## src/rtl/wurx_pkg.sv

```systemverilog
package wurx_pkg;
  typedef enum logic [1:0] {RX_HUNT, RX_START, RX_DATA, RX_STOP} rx_state_e;

  function automatic logic maj3(input logic a, input logic b, input logic c);
    return (a & b) | (a & c) | (b & c);
  endfunction

  function automatic logic split3(input logic a, input logic b, input logic c);
    return !((a == b) && (b == c));
  endfunction
endpackage

```

## src/rtl/wurx_sync.sv

```systemverilog
module wurx_sync #(
  parameter int STAGES = 2
) (
  input  logic clk_i,
  input  logic rst_ni,
  input  logic d_i,
  output logic q_o
);
  logic [STAGES-1:0] pipe_q;

  generate
    if (STAGES == 1) begin : g_one
      always_ff @(posedge clk_i or negedge rst_ni)
        if (!rst_ni) pipe_q <= '1;
        else         pipe_q <= d_i;
    end else begin : g_chain
      always_ff @(posedge clk_i or negedge rst_ni)
        if (!rst_ni) pipe_q <= '1;
        else         pipe_q <= {pipe_q[STAGES-2:0], d_i};
    end
  endgenerate

  assign q_o = pipe_q[STAGES-1];
endmodule

```

## src/rtl/wurx_frame.sv

```systemverilog
module wurx_frame
  import wurx_pkg::*;
#(
  parameter int OSR = 16,
  parameter int DW  = 9
) (
  input  logic          clk_i,
  input  logic          rst_ni,
  input  logic          tick_i,
  input  logic          rx_i,
  input  logic          nine_i,
  output logic          start_o,
  output logic          done_o,
  output logic [DW-1:0] char_o,
  output logic          fe_o,
  output logic          nf_o
);
  localparam int PW  = $clog2(OSR);
  localparam int BW  = $clog2(DW);
  localparam int MID = OSR / 2;
  localparam logic [PW-1:0] S_A  = PW'(MID - 5);
  localparam logic [PW-1:0] S_B  = PW'(MID - 3);
  localparam logic [PW-1:0] S_C  = PW'(MID - 1);
  localparam logic [PW-1:0] D_A  = PW'(MID - 1);
  localparam logic [PW-1:0] D_B  = PW'(MID);
  localparam logic [PW-1:0] D_C  = PW'(MID + 1);
  localparam logic [PW-1:0] LAST = PW'(OSR - 1);

  rx_state_e     state_q;
  logic [PW-1:0] phase_q;
  logic [BW-1:0] bit_q;
  logic [DW-1:0] shreg_q;
  logic [1:0]    smp_q;
  logic          noise_q, line_hi_q, nine_q;
  logic          done_q, fe_q, nf_q, start_q;
  logic [BW-1:0] last_bit;
  logic [PW-1:0] phase_nx;
  logic          vote, odd;

  assign last_bit = nine_q ? BW'(DW - 1) : BW'(DW - 2);
  assign phase_nx = (phase_q == LAST) ? '0 : phase_q + 1'b1;
  assign vote     = maj3(smp_q[0], smp_q[1], rx_i);
  assign odd      = split3(smp_q[0], smp_q[1], rx_i);

  always_ff @(posedge clk_i or negedge rst_ni) begin
    if (!rst_ni) begin
      state_q   <= RX_HUNT;
      phase_q   <= '0;
      bit_q     <= '0;
      shreg_q   <= '0;
      smp_q     <= '0;
      noise_q   <= 1'b0;
      line_hi_q <= 1'b1;
      nine_q    <= 1'b0;
      done_q    <= 1'b0;
      fe_q      <= 1'b0;
      nf_q      <= 1'b0;
      start_q   <= 1'b0;
    end else begin
      done_q  <= 1'b0;
      start_q <= 1'b0;
      if (tick_i) begin
        line_hi_q <= rx_i;
        case (state_q)
          RX_HUNT: begin
            // falling edge after a high sample
            if (!rx_i && line_hi_q) begin
              state_q <= RX_START;
              phase_q <= PW'(1);
              noise_q <= 1'b0;
              nine_q  <= nine_i;
            end
          end
          RX_START: begin
            phase_q <= phase_nx;
            if (phase_q == S_A) smp_q[0] <= rx_i;
            if (phase_q == S_B) smp_q[1] <= rx_i;
            if (phase_q == S_C) begin
              if (vote) state_q <= RX_HUNT;
              else begin
                noise_q <= odd;
                start_q <= 1'b1;
              end
            end
            if (phase_q == LAST) begin
              state_q <= RX_DATA;
              bit_q   <= '0;
            end
          end
          RX_DATA: begin
            phase_q <= phase_nx;
            if (phase_q == D_A) smp_q[0] <= rx_i;
            if (phase_q == D_B) smp_q[1] <= rx_i;
            if (phase_q == D_C) begin
              shreg_q <= {vote, shreg_q[DW-1:1]};
              noise_q <= noise_q | odd;
            end
            if (phase_q == LAST) begin
              if (bit_q == last_bit) state_q <= RX_STOP;
              else                   bit_q   <= bit_q + 1'b1;
            end
          end
          RX_STOP: begin
            phase_q <= phase_nx;
            if (phase_q == D_A) smp_q[0] <= rx_i;
            if (phase_q == D_B) smp_q[1] <= rx_i;
            if (phase_q == D_C) begin
              done_q  <= 1'b1;
              fe_q    <= !vote;
              nf_q    <= noise_q | odd;
              state_q <= RX_HUNT;
            end
          end
          default: state_q <= RX_HUNT;
        endcase
      end
    end
  end

  assign start_o = start_q;
  assign done_o  = done_q;
  assign fe_o    = fe_q;
  assign nf_o    = nf_q;
  assign char_o  = nine_q ? shreg_q : {1'b0, shreg_q[DW-1:1]};
endmodule

```

## src/rtl/wurx_idle.sv

```systemverilog
module wurx_idle #(
  parameter int OSR = 16
) (
  input  logic clk_i,
  input  logic rst_ni,
  input  logic tick_i,
  input  logic rx_i,
  input  logic nine_i,
  input  logic start_i,
  output logic evt_o
);
  localparam int LIM8 = 10 * OSR;
  localparam int LIM9 = 11 * OSR;
  localparam int CW   = $clog2(LIM9 + 1);

  logic [CW-1:0] cnt_q, lim;
  logic          armed_q, evt_q;

  assign lim = nine_i ? CW'(LIM9) : CW'(LIM8);

  always_ff @(posedge clk_i or negedge rst_ni) begin
    if (!rst_ni) begin
      cnt_q   <= '0;
      armed_q <= 1'b0;
      evt_q   <= 1'b0;
    end else begin
      evt_q <= 1'b0;
      if (start_i) armed_q <= 1'b1;
      if (tick_i) begin
        if (!rx_i)            cnt_q <= '0;
        else if (cnt_q < lim) cnt_q <= cnt_q + 1'b1;
        // one event per quiet period, only after activity
        if (rx_i && armed_q && (cnt_q == lim - 1'b1)) begin
          evt_q   <= 1'b1;
          armed_q <= 1'b0;
        end
      end
    end
  end

  assign evt_o = evt_q;
endmodule

```

## src/rtl/wurx_status.sv

```systemverilog
module wurx_status #(
  parameter int DW = 9
) (
  input  logic          clk_i,
  input  logic          rst_ni,
  input  logic          done_i,
  input  logic [DW-1:0] char_i,
  input  logic          fe_i,
  input  logic          nf_i,
  input  logic          idle_evt_i,
  input  logic          nine_i,
  input  logic          wake_addr_i,
  input  logic          rd_i,
  input  logic          sleep_set_i,
  input  logic          sleep_clr_i,
  output logic [DW-1:0] data_o,
  output logic          full_o,
  output logic          idle_o,
  output logic          ovr_o,
  output logic          noise_o,
  output logic          ferr_o,
  output logic          sleep_o
);
  logic [DW-1:0] data_q;
  logic full_q, idle_q, ovr_q, nf_q, fe_q, sleep_q;
  logic msb, still_full, wake_mark, wake_quiet, accept;

  assign msb        = nine_i ? char_i[DW-1] : char_i[DW-2];
  assign still_full = full_q & ~rd_i;
  assign wake_mark  = sleep_q & wake_addr_i & done_i & msb;
  assign wake_quiet = sleep_q & ~wake_addr_i & idle_evt_i;
  assign accept     = done_i & (~sleep_q | wake_mark);

  always_ff @(posedge clk_i or negedge rst_ni) begin
    if (!rst_ni) begin
      data_q  <= '0;
      full_q  <= 1'b0;
      idle_q  <= 1'b0;
      ovr_q   <= 1'b0;
      nf_q    <= 1'b0;
      fe_q    <= 1'b0;
      sleep_q <= 1'b0;
    end else begin
      if (rd_i) begin
        full_q <= 1'b0;
        ovr_q  <= 1'b0;
        nf_q   <= 1'b0;
        fe_q   <= 1'b0;
        idle_q <= 1'b0;
      end
      if (accept) begin
        if (still_full) ovr_q <= 1'b1;
        else begin
          data_q <= char_i;
          full_q <= 1'b1;
          fe_q   <= fe_i;
          nf_q   <= nf_i;
        end
      end
      if (idle_evt_i && !sleep_q) idle_q <= 1'b1;
      if (sleep_set_i) sleep_q <= 1'b1;
      else if (sleep_clr_i || wake_mark || wake_quiet) sleep_q <= 1'b0;
    end
  end

  assign data_o  = data_q;
  assign full_o  = full_q;
  assign idle_o  = idle_q;
  assign ovr_o   = ovr_q;
  assign noise_o = nf_q;
  assign ferr_o  = fe_q;
  assign sleep_o = sleep_q;
endmodule

```

## src/rtl/wake_serial_rx.sv

```systemverilog
module wake_serial_rx #(
  parameter int OSR         = 16,
  parameter int DW          = 9,
  parameter int SYNC_STAGES = 2
) (
  input  logic          clk_i,
  input  logic          rst_ni,
  input  logic          tick_i,
  input  logic          rxd_i,
  input  logic          nine_bit_i,
  input  logic          wake_addr_i,
  input  logic          sleep_set_i,
  input  logic          sleep_clr_i,
  input  logic          rd_i,
  output logic [DW-1:0] data_o,
  output logic          full_o,
  output logic          idle_o,
  output logic          ovr_o,
  output logic          noise_o,
  output logic          ferr_o,
  output logic          sleep_o
);
  logic          rx_s;
  logic          frm_start, frm_done, frm_fe, frm_nf, idle_evt;
  logic [DW-1:0] frm_char;

  wurx_sync #(.STAGES(SYNC_STAGES)) u_sync (
    .clk_i (clk_i),
    .rst_ni(rst_ni),
    .d_i   (rxd_i),
    .q_o   (rx_s)
  );

  wurx_frame #(.OSR(OSR), .DW(DW)) u_frame (
    .clk_i  (clk_i),
    .rst_ni (rst_ni),
    .tick_i (tick_i),
    .rx_i   (rx_s),
    .nine_i (nine_bit_i),
    .start_o(frm_start),
    .done_o (frm_done),
    .char_o (frm_char),
    .fe_o   (frm_fe),
    .nf_o   (frm_nf)
  );

  wurx_idle #(.OSR(OSR)) u_idle (
    .clk_i  (clk_i),
    .rst_ni (rst_ni),
    .tick_i (tick_i),
    .rx_i   (rx_s),
    .nine_i (nine_bit_i),
    .start_i(frm_start),
    .evt_o  (idle_evt)
  );

  wurx_status #(.DW(DW)) u_status (
    .clk_i      (clk_i),
    .rst_ni     (rst_ni),
    .done_i     (frm_done),
    .char_i     (frm_char),
    .fe_i       (frm_fe),
    .nf_i       (frm_nf),
    .idle_evt_i (idle_evt),
    .nine_i     (nine_bit_i),
    .wake_addr_i(wake_addr_i),
    .rd_i       (rd_i),
    .sleep_set_i(sleep_set_i),
    .sleep_clr_i(sleep_clr_i),
    .data_o     (data_o),
    .full_o     (full_o),
    .idle_o     (idle_o),
    .ovr_o      (ovr_o),
    .noise_o    (noise_o),
    .ferr_o     (ferr_o),
    .sleep_o    (sleep_o)
  );
endmodule

```

## config.mk

```make
export PLATFORM = sky130hd
export DESIGN_NAME = wake_serial_rx
export DESIGN_NICKNAME = d
export VERILOG_FILES = /design/src/rtl/wurx_pkg.sv /design/src/rtl/wurx_sync.sv /design/src/rtl/wurx_frame.sv /design/src/rtl/wurx_idle.sv /design/src/rtl/wurx_status.sv /design/src/rtl/wake_serial_rx.sv
export SDC_FILE = /design/constraint.sdc
export NUM_CORES = 1
export LEC_CHECK = 0
export ABC_AREA = 1
export BUFFER_PORTS_ARGS = -buffer_cell sky130_fd_sc_hd__buf_2
export CAP_MARGIN = 15
export CORE_MARGIN = 2
export CORE_UTILIZATION = 50
export DETAILED_ROUTE_END_ITERATION = 7
export PLACE_DENSITY = 0.67
export SLEW_MARGIN = 5
export SYNTH_ARGS = -nofsm -noshare
export SYNTH_HDL_FRONTEND = slang
export SYNTH_SLANG_ARGS = --single-unit
```

## constraint.sdc

```tcl
create_clock -name clk_i -period 4.2 [get_ports clk_i]
set_input_delay 0.84 -clock clk_i [delete_from_list [all_inputs] [get_ports clk_i]]
set_output_delay 0.84 -clock clk_i [all_outputs]
set_load 0.1 [all_outputs]
```

Yosys cells after proc, flatten, opt, wreduce, memory -nomap -nowiden
Cells that the tools add are included.
{"block": "totals", "reg_bits": 55, "out_inout_bits": 15, "elab_cells": 165}
{"block": "classes", "addsub": 4, "order_cmp": 1, "eq_ne": 29, "n_mux": 59, "bitwise": 18, "reduce_logical": 30}
{"cell": "two-way mux 1 bit", "n": 37}
{"cell": "two-way mux 4 bit", "n": 6}
{"cell": "!= test 2 x 1 -> 1 bit, second input constant", "n": 12}
{"cell": "two-way mux 8 bit", "n": 2}
{"cell": "one-hot mux 4 bit (2 select lines)", "n": 2}
{"cell": "two-way mux 2 bit", "n": 7}
{"cell": "equality test 4 bit, second input constant", "n": 3}
{"cell": "bitwise AND 1 bit", "n": 10}
{"cell": "two-way mux 9 bit", "n": 1}
{"cell": "AND reduction 3 bit", "n": 3}
{"cell": "adder 4 x 1 -> 4 bit, second input constant", "n": 2}
{"cell": "adder 8 x 1 -> 8 bit, second input constant", "n": 1}
{"cell": "equality test 4 x 3 -> 1 bit, second input constant", "n": 2}
{"cell": "equality test 8 bit", "n": 1}
{"cell": "< comparator 8 bit", "n": 1}
{"cell": "one-hot mux 2 bit (4 select lines)", "n": 1}
{"cell": "AND reduction 4 bit", "n": 2}
{"cell": "nonzero test 2 bit", "n": 4}
{"cell": "subtractor 8 x 1 -> 8 bit, second input constant", "n": 1}
{"cell": "AND reduction 7 bit", "n": 1}
{"cell": "!= test 3 x 1 -> 1 bit, second input constant", "n": 2}
{"cell": "AND reduction 2 bit", "n": 3}
{"cell": "AND reduction 6 bit", "n": 1}
{"cell": "logical AND 1 bit", "n": 5}
{"cell": "other kinds (18)", "n": 31}

Logic depth before layout (Yosys ltp)
Gate-level depths: netlist of the first run.
{"block": "logic_depth", "word_depth": 7, "ltp_mapped": 12}

Hierarchy
Synthesis of the first run repeated with hierarchy kept, for this count alone.
{"block": "unflattened", "hier_cells": 375, "hier_area_um2": 3036.7}
{"mod": "wurx_frame", "instances": 1, "cells_per_inst": 212, "area_per_inst_um2": 1669.1, "seq_area_each_um2": 701.9}
{"mod": "wurx_status", "instances": 1, "cells_per_inst": 77, "area_per_inst_um2": 666.9, "seq_area_each_um2": 375.4}
{"mod": "wurx_idle", "instances": 1, "cells_per_inst": 84, "area_per_inst_um2": 648.1, "seq_area_each_um2": 250.2}
{"mod": "wurx_sync", "instances": 1, "cells_per_inst": 2, "area_per_inst_um2": 52.6, "seq_area_each_um2": 52.6}

Worst setup path before layout of the first run
Ideal clock, no wire load.
{"block": "synth_timing", "path_kind": "in2reg", "startpoint": "input nine_bit_i", "endpoint": "register u_idle.cnt_q[7]", "setup_ns": 0.122, "arrival_time_ns": 1.648, "required_ns": 4.078, "path_slack_ns": 2.430, "path_stages": 8, "path_buffers": 1, "cell_sequence": "ha_1 o21ai_1 nand3_1 nand2_1 inv_1 buf_6 nand4_1 o21ai_1"}
{"block": "synth_via", "elab_chain_cells": 4}
{"item": "start, declared", "line": "wake_serial_rx.sv:10", "text": "input logic nine_bit_i,"}
{"item": "two-way mux 5 bit", "line": "wurx_idle.sv:19", "text": "assign lim = nine_i ? CW'(LIM9) : CW'(LIM8);"}
{"item": "< comparator 8 bit", "line": "wurx_idle.sv:31", "text": "else if (cnt_q < lim) cnt_q <= cnt_q + 1'b1;"}
{"item": "!= test 2 x 1 -> 1 bit (no source line)"}
{"item": "AND reduction 2 bit (no source line)"}
{"item": "end signal, assigned", "line": "wurx_idle.sv:31"}
{"item": "end, declared", "line": "wurx_idle.sv:16", "text": "logic [CW-1:0] cnt_q, lim;"}
No other way between the ends.
A chain may end at the register's enable or synchronous reset.

Worst setup path in the final report of the first run
{"block": "layout_timing", "startpoint": "register u_status.full_q, in the netlist u_status.full_o", "endpoint": "output full_o"}
{"item": "start, declared", "line": "wurx_status.sv:25", "text": "logic full_q, idle_q, ovr_q, nf_q, fe_q, sleep_q;"}
{"item": "start signal, assigned", "line": "wurx_status.sv:37", "text": "full_q <= 1'b0;"}
{"item": "start signal, assigned", "line": "wurx_status.sv:45", "text": "full_q <= 1'b0;"}
{"item": "start signal, assigned", "line": "wurx_status.sv:55", "text": "full_q <= 1'b1;"}
{"item": "end, declared", "line": "wake_serial_rx.sv:16", "text": "output logic full_o,"}
No word-level cell between the ends.

==> results of run 1 <==
worst reg2reg max path: cells and delay by family, from the launching register on:
kind | cells | cell delay (ns)
fa+ha+maj | 1 | 0.36
simple gates | 1 | 0.53
buf+inv | 2 | 0.29
flops | 1 | 0.47
compound gates | 1 | 0.17
cell usage after synthesis (all sizes together):
library cell | count | area [um^2]
o22ai | 2 | 12.5
nor3 | 4 | 31.3
ha | 13 | 163
nand2 | 101 | 387
o21ai | 45 | 225
nand3 | 26 | 140
dfrtp | 52 | 1300
clkinv | 1 | 5.00
or2 | 1 | 6.26
xnor2 | 1 | 8.76
nor2 | 23 | 93.8
a211oi | 1 | 7.51
o21a | 1 | 7.51
clkbuf | 3 | 11.3
o21bai | 2 | 15.0
dfstp | 3 | 78.8
inv | 47 | 176
xor2 | 5 | 43.8
buf | 5 | 45.0
or3 | 1 | 6.26
a21oi | 6 | 30.0
nand4 | 15 | 93.8
cell families (layout without fill, tap and decap cells):
family | after synthesis | count (layout)
compound gates | 57 | 57
xor+xnor | 6 | 6
fa+ha+maj | 13 | 13
buf+inv | 56 | 80
flops | 55 | 55
simple gates | 171 | 171
how the worst max path moves through the flow:
stage | slack [ns] | from | to | cells after the start
final | 2.20 | u_status.full_o$_DFF_PN0_ | full_o | 1
after CTS | 2.19 | u_status.sleep_o$_DFFE_PN0P_ | sleep_o | 1
after global placement | 2.21 | nine_bit_i | u_idle.cnt_q[4]$_DFFE_PN0P_ | 8
after global routing | 2.05 | u_frame.state_q[0]$_DFFE_PN0P_ | u_frame.shreg_q[5]$_DFFE_PN0P_ | 5
after floorplan | 2.43 | nine_bit_i | u_idle.cnt_q[7]$_DFFE_PN0P_ | 8
after detailed placement | 2.10 | nine_bit_i | u_idle.cnt_q[7]$_DFFE_PN0P_ | 8
stage by stage:
| step | worst slack, ns | area [um^2] | instances | hold slack [ns] | util [%] |
|---|---|---|---|---|---|
| floorplan | 2.43 | 2890 | 358 | 0.345 | - |
| global placement | 2.21 | 3050 | 446 | 0.346 | 55.0 |
| detailed placement | 2.10 | 3050 | 446 | 0.348 | 55.0 |
| CTS | 2.19 | 3130 | 454 | 0.361 | 56.5 |
| global route | 2.05 | 3130 | 454 | 0.366 | 56.5 |
| finish | 2.20 | 3130 | 454 | 0.360 | 56.5 |
sequential cells by signal (all words and copies together) (netlist names), named ones only:
register	count
u_frame.done_o	1
u_idle.evt_o	1
u_status.idle_o	1
u_frame.smp_q	2
u_status.ovr_o	1
u_idle.cnt_q	8
u_frame.nine_q	1
u_frame.start_o	1
u_status.full_o	1
u_frame.line_hi_q	1
u_status.noise_o	1
u_frame.noise_q	1
u_sync.pipe_q	2
u_status.sleep_o	1
u_frame.bit_q	4
u_frame.phase_q	4
u_idle.armed_q	1
u_status.data_o	9
u_frame.nf_o	1
u_frame.fe_o	1
u_frame.shreg_q	9
u_frame.state_q	1
u_status.ferr_o	1
where the power goes:
part / leakage [nW] / internal, W / switching (W)
logic: 0.838 / 0.000117 / 0.000201
clock network: 0.0412 / 0.000117 / 0.000169
registers: 0.704 / 0.000581 / 0.0000699
cell type report:
| type | count | area [um^2] |
|---|---|---|
| clock buffers | 6 | 72.6 |
| clock inverters | 2 | 12.5 |
| fillers | 532 | 2410 |
| inverters | 48 | 181 |
| multi-input cells | 247 | 1270 |
| flip-flops and latches | 55 | 1380 |
| well taps | 72 | 90.1 |
| repair buffers | 24 | 123 |
layer usage:
layer / share of wire [%] / global-route usage (%)
met4: 1.7 / 7.63
met2: 43 / 29.8
met5: 0 / 0
met3: 3.3 / 3.28
met1: 52 / 26.6
==> results.md, run 1 <==
* Commonest non-fill, non-tap cell in the layout: nand2_1
* Worst Path Arrival at around 1.2 ns
* H-tree levels at 2
* CP Launch Type: flop
* Compound-gate portion of the synthesized area at a little over 10%
* Relative slew slack at 44.5%
* Die Width at 80.0 um
* Post-Route Setup TNS at 0 ns
* Maximum net fanout on the critical path at 4
* CTS Sinks at 55
* Synthesized-area fraction occupied by xor and xnor cells at between 1.5 and 2%
* Synth Area in Adders at under 10%
* Gr ovfl total at 0
* Drt first pass iters at 4
* Min-Delay Endpoint: u_sync.pipe_q[1]$_DFF_PN1_
* Peak VDD IR at ~0.00029 V
* Achievable Freq at 0.500 GHz
* Pleak at 1.58 nW
* Num CTS Buffers at 5
* Worst r2r src: u_frame.state_q[0]$_DFFE_PN0P_
* Io pins at 24
* Final Hold Viols at 0
* Worst path required time at between 3 and 4 ns
* Number of hold buffers added after cts at 0
* Final wirelength at between 5000 and 6000 um
* Seq/Total Area, Yosys at 47.8%
* Port buffer count at 23
* Hold Crit Start: u_sync.pipe_q[0]$_DFF_PN1_
* Final net count at slightly above 400
* Largest family of logic cells by synthesized area: simple AND/OR/NAND/NOR gates
* Core area at around 5500 um^2
* Initial antenna violation count at 0
* Max clock buf depth at 2
* R2r endpoint: u_frame.shreg_q[5]$_DFFE_PN0P_
* Dpl hpwl at 4070 um
* Worst Tran Pin Value at between 0.8 and 0.9 ns
* Pins Over Slew Limit at 0
* Simple-gate area share of the yosys netlist at a little over a quarter
* Syn Nets at 380
* Largest net degree at the start of global routing at 38
* Post-Syn Area at slightly below 3000 um^2
* Number of vias per cell at approximately 5
* Die H at 80.0 um
* Final antenna diode count at 0
* CTS tree: yes
* Layout area overhead at 8.36%
* Vias at roughly 2300
* Share of post-route cells with drive strength above 1 at 12.3%
* Syn avg cell area at approximately 8 um^2
* CP Cell Sequence: buf_2
* PwrDens at about 400 nW/um^2
* 1st-iter DRT viols at approximately 110
* Final period util at 47.7%
* R2R depth at 5
* Min-delay worst type: reg -> reg
* Mux cell area share after synthesis at 0%
* WS Path Type: reg -> out
* Num rows at 27
* CTS clock-pin slew for the worst setup and hold paths at approximately 0.10 ns
* Min cycle time layout at about 2 ns
* GRT Overall Usage at 19.2%
* Setup violations, final at 0
* Synth warn at 0
* RD Place Congestion at between 0.9 and 1
* Post-cts resize count at 0
* Drt wl/cell at 12.1 um
* Routed Antenna Nets at 0
* Worst path slowest cell: buf_2
* Reg2reg setup slack at 2.24 ns
* Post-synthesis cell count at 358
* Post-CTS Setup Bufs at 0
* # DRC at 0
* Initial core utilization at a little over half
* Count of distinct cell types in the synthesized netlist at 29
* RSZ-0062 raised after global routing: false
* Clk_lat worst skew at roughly 0.31 ns
* Most frequent cells in the layout: 98 x nand2_1, 52 x dfrtp_1, 43 x inv_1
* Die Footprint at 6400 um^2
* Run status: complete, no violations
* Family with the most delay on the worst path: buffers and inverters
* First-pass GRT wire length at ~9600 um
* Crit path buf inv count at 1
* Clock skew at ~0.0085 ns
* MaxCap Viol Count at 0
* Worst Setup End Kind: output port
* Pwr Total at ~0.0013 W
* Flops & latches, synth at 55
* CP max stage delay at about 0.45 ns
* Hold Path Depth at 0
* Vias in the first global route at 2169
* Root Buffer: clkbuf_8
No activity file was read; power rests on OpenSTA's default activity.
==> inputs of run 2 (changes only) <==
--- a/config.mk
+++ b/config.mk
@@ -5,7 +5,7 @@
 export SDC_FILE = /design/constraint.sdc
 export NUM_CORES = 1
 export LEC_CHECK = 0
-export ABC_AREA = 1
+export ABC_AREA = 0
 export BUFFER_PORTS_ARGS = -buffer_cell sky130_fd_sc_hd__buf_2
 export CAP_MARGIN = 15
 export CORE_MARGIN = 2
==> constraint.sdc (replaced) <==
create_clock -name clk_i -period 1.9 [get_ports clk_i]
set_input_delay 0.38 -clock clk_i [delete_from_list [all_inputs] [get_ports clk_i]]
set_output_delay 0.38 -clock clk_i [all_outputs]
set_load 0.1 [all_outputs]
==> results.md, run 2 <==
* Run status: complete, no violations
* CP Launch Point: u_frame.smp_q[1]$_DFFE_PN0P_
* Pleak at between 1 and 1.5 nW
* Min-delay worst type: in -> async
* Simple-gate area share of the yosys netlist at between 10% and 20%
* # DRC at 0
* Switch Pwr at between 0.0008 and 0.0009 W
* CTS tree: yes
* Worst slack, placed at -0.0157 ns
* WL met3 at roughly 180 um
* Gr ovfl total at 0
* Achievable Freq at roughly 0.54 GHz
* Die H at 79.6 um
* Largest family of logic cells by synthesized area: simple AND/OR/NAND/NOR gates
* Pins Over Slew Limit at 0
* Post-synth top area cell: dfrtp_1
* Initial antenna violation count at 0
* Relative slew slack at 60.6%
* Num CTS Buffers at 5
* Vias at around 2000
* Seq/Total Area, Yosys at between 40% and 50%
* Post-route setup slack at 0.0396 ns
* Top routing layer used: met4
* Initial core utilization at between 50 and 60%
* Io pins at 24
* Drt first pass iters at 4
* Worst Path Arrival at roughly 2.1 ns
* Drt wl/cell at 13.5 um
* Worst Setup End Kind: flop
* Number of hold buffers added after cts at 0
* Post-synth EDFFs at 0
* Share of post-route cells with drive strength above 1 at between 20 and 30%
* Num rows at 27
* Synthesized-area fraction occupied by xor and xnor cells at under 10%
* Flops & latches, synth at 55
* Worst path required time at 2.09 ns
* RD Place Congestion at around 0.85
* Worst r2r src: u_frame.smp_q[1]$_DFFE_PN0P_
* Final wirelength at about 5000 um
* Clk pwr share at 24.2%
* Max clock buf depth at 2
* Synth area leaders: dfrtp_1 46%, ha_1 5.7%, mux2_2 4.7%, nand2_1 3.8%, mux2i_1 3.5%
* MaxCap Viol Count at 0
* CTS Sinks at between 50 and 60
* Die Width at just under 80 um
* Most common cell in the synthesized netlist: dfrtp_1
* Final period util at between 90% and 100%
* First-pass GRT wire length at roughly 8900 um
* Die Footprint at about 6300 um^2
* CTS clock-pin slew for the worst setup and hold paths at around 0.10 ns
* RSZ-0062 raised after global routing: true
* Area share of the largest cell type after synthesis at ~46%
* Mux cell area share after synthesis at under 10%
* Most frequent cells in the layout: 49 x dfrtp_1, 29 x nand2_1, 23 x buf_2
* R2R depth at 6
* H-tree levels at 2
* Final instance area at 3290 um^2
* PwrDens at 844 nW/um^2
* Post-Syn Area at around 2900 um^2
* Synth Area in Adders at approximately 5.7%
* Post-Route M1 WL at ~2600 um
* Commonest non-fill, non-tap cell in the layout: dfrtp_1
* Min cycle time layout at about 1.9 ns
* Final core occ at 59.7%
* Post-synthesis cell count at between 200 and 300
* Maximum net fanout on the critical path at 3
* 1st-iter DRT viols at between 70 and 80
* Post-Route Setup TNS at 0 ns
* Ys async rst share at 100%
* Synth Flop Type: dfrtp_1
* Clk_lat worst skew at a little over 0.3 ns
* Final antenna diode count at 0
* Number of vias per cell at 5.30
* Final net count at ~330
* Dpl hpwl at between 3000 and 4000 um
* Clock skew at slightly below 0.009 ns
* Pwr Total at ~0.0028 W
* Vias in the first global route at 1980
* Setup violations, final at 0
* Met2 wire length at about 2300 um
* Worst Tran Pin Value at approximately 0.59 ns
* WS Path Type: reg -> reg
* GRT Overall Usage at 17.7%
* Layout area overhead at 15.1%
* Reg2reg setup slack at 0.04 ns
* Most frequent cells after synthesis: 52 x dfrtp_1, 29 x nand2_1, 15 x inv_1
* Placed cell areas at approximately 3200 um^2
* Synth warn at 0
* Flop pwr share at approximately 53%
* Compound-gate portion of the synthesized area at approximately 16%
* CP Launch Type: flop
* Routed Antenna Nets at 0
* Core area at approximately 5500 um^2
* Count of distinct cell types in the synthesized netlist at 53
* Internal power at slightly below 0.002 W
* Largest net degree at the start of global routing at 25
* Syn Nets at 291
* Root Buffer: clkbuf_8
* Syn avg cell area at 10.6 um^2
* Final Hold Viols at 0
* Port buffer count at 23
* Peak VDD IR at ~0.00060 V
* Combinational power share at 23.2%
* Switching share of total power at between 30% and 40%
-- run 2: cell types whose count changed after synthesis, moves of 7 or more --
cell,delta
nand2_1,-69
o21ai_0,-24
inv_1,-28
nand3_1,-15
a22o_1,+7
mux2i_1,+10
o21ai_2,+11
nor2b_1,+7
nand4_1,-11
mux2_2,+12
nor2_1,-8
-- run 2: cell type report --
type                       instances  area, um^2
fill                             483        2220
clock inverter                     2        16.3
multi-input combinational        189        1370
sequential                        55        1380
tap                               72        90.1
clock buffer                       6        82.6
inverter                          15        56.3
timing repair buffer              41         288
-- run 2: worst paths after layout --
check,endpoint
max,u_frame.noise_q$_DFFE_PN0P_
min,u_idle.cnt_q[5]$_DFFE_PN0P_
max reg2reg,u_frame.noise_q$_DFFE_PN0P_
min reg2reg,u_sync.pipe_q[1]$_DFF_PN1_
max in group asynchronous,u_frame.state_q[0]$_DFFE_PN0P_
min in group clk_i,u_sync.pipe_q[0]$_DFF_PN1_
-- run 2: critical path, stage by stage (launching register included) --
cell and delay (ns):
dfrtp_1 0.41, ha_2 0.19, a211o_1 0.29, nor3_2 0.19
nor2_1 0.07, a2111oi_2 0.23, mux2_1 0.36
-- run 2: metrics by stage --
stage,hold slack [ns],instances
3_3_place_gp,0.348,369
5_1_grt,0.100,380
6_report,0.0672,380
4_1_cts,0.0779,377
2_1_floorplan,0.0844,269
3_5_place_dp,0.351,369
-- run 2: power groups by stage --
stage                     clock (W)  combinational (W)  sequential (W)
after floorplan                   0           0.000482         0.00142
after global placement            0           0.000592         0.00147
after detailed placement          0           0.000607         0.00148
after CTS                  0.000707           0.000615         0.00145
after global routing       0.000754           0.000721         0.00149
final                      0.000672           0.000643         0.00146
-- run 2: timing repair --
action / CTS / global route
setup endpoints to repair: 1 / 3
buffers inserted: 0 / 3
pin swaps: 1 / 4
gates resized for setup: 0 / 6
-- run 2: cells by family (layout without fill, tap and decap cells) --
kind of cell / Yosys count / after routing
simple gates: 88 / 88
compound gates: 60 / 60
flops: 55 / 55
buf+inv: 25 / 64
mux: 24 / 24
fa+ha+maj: 13 / 13
xor+xnor: 4 / 4
-- run 2: routing by layer --
layer / vias to the layer above / GRT usage (%)
li1: 1030 / -
met1: 946 / 24.5
met2: 33 / 27.4
met3: 6 / 3.96
met4: 0 / 5.86
met5: - / 0
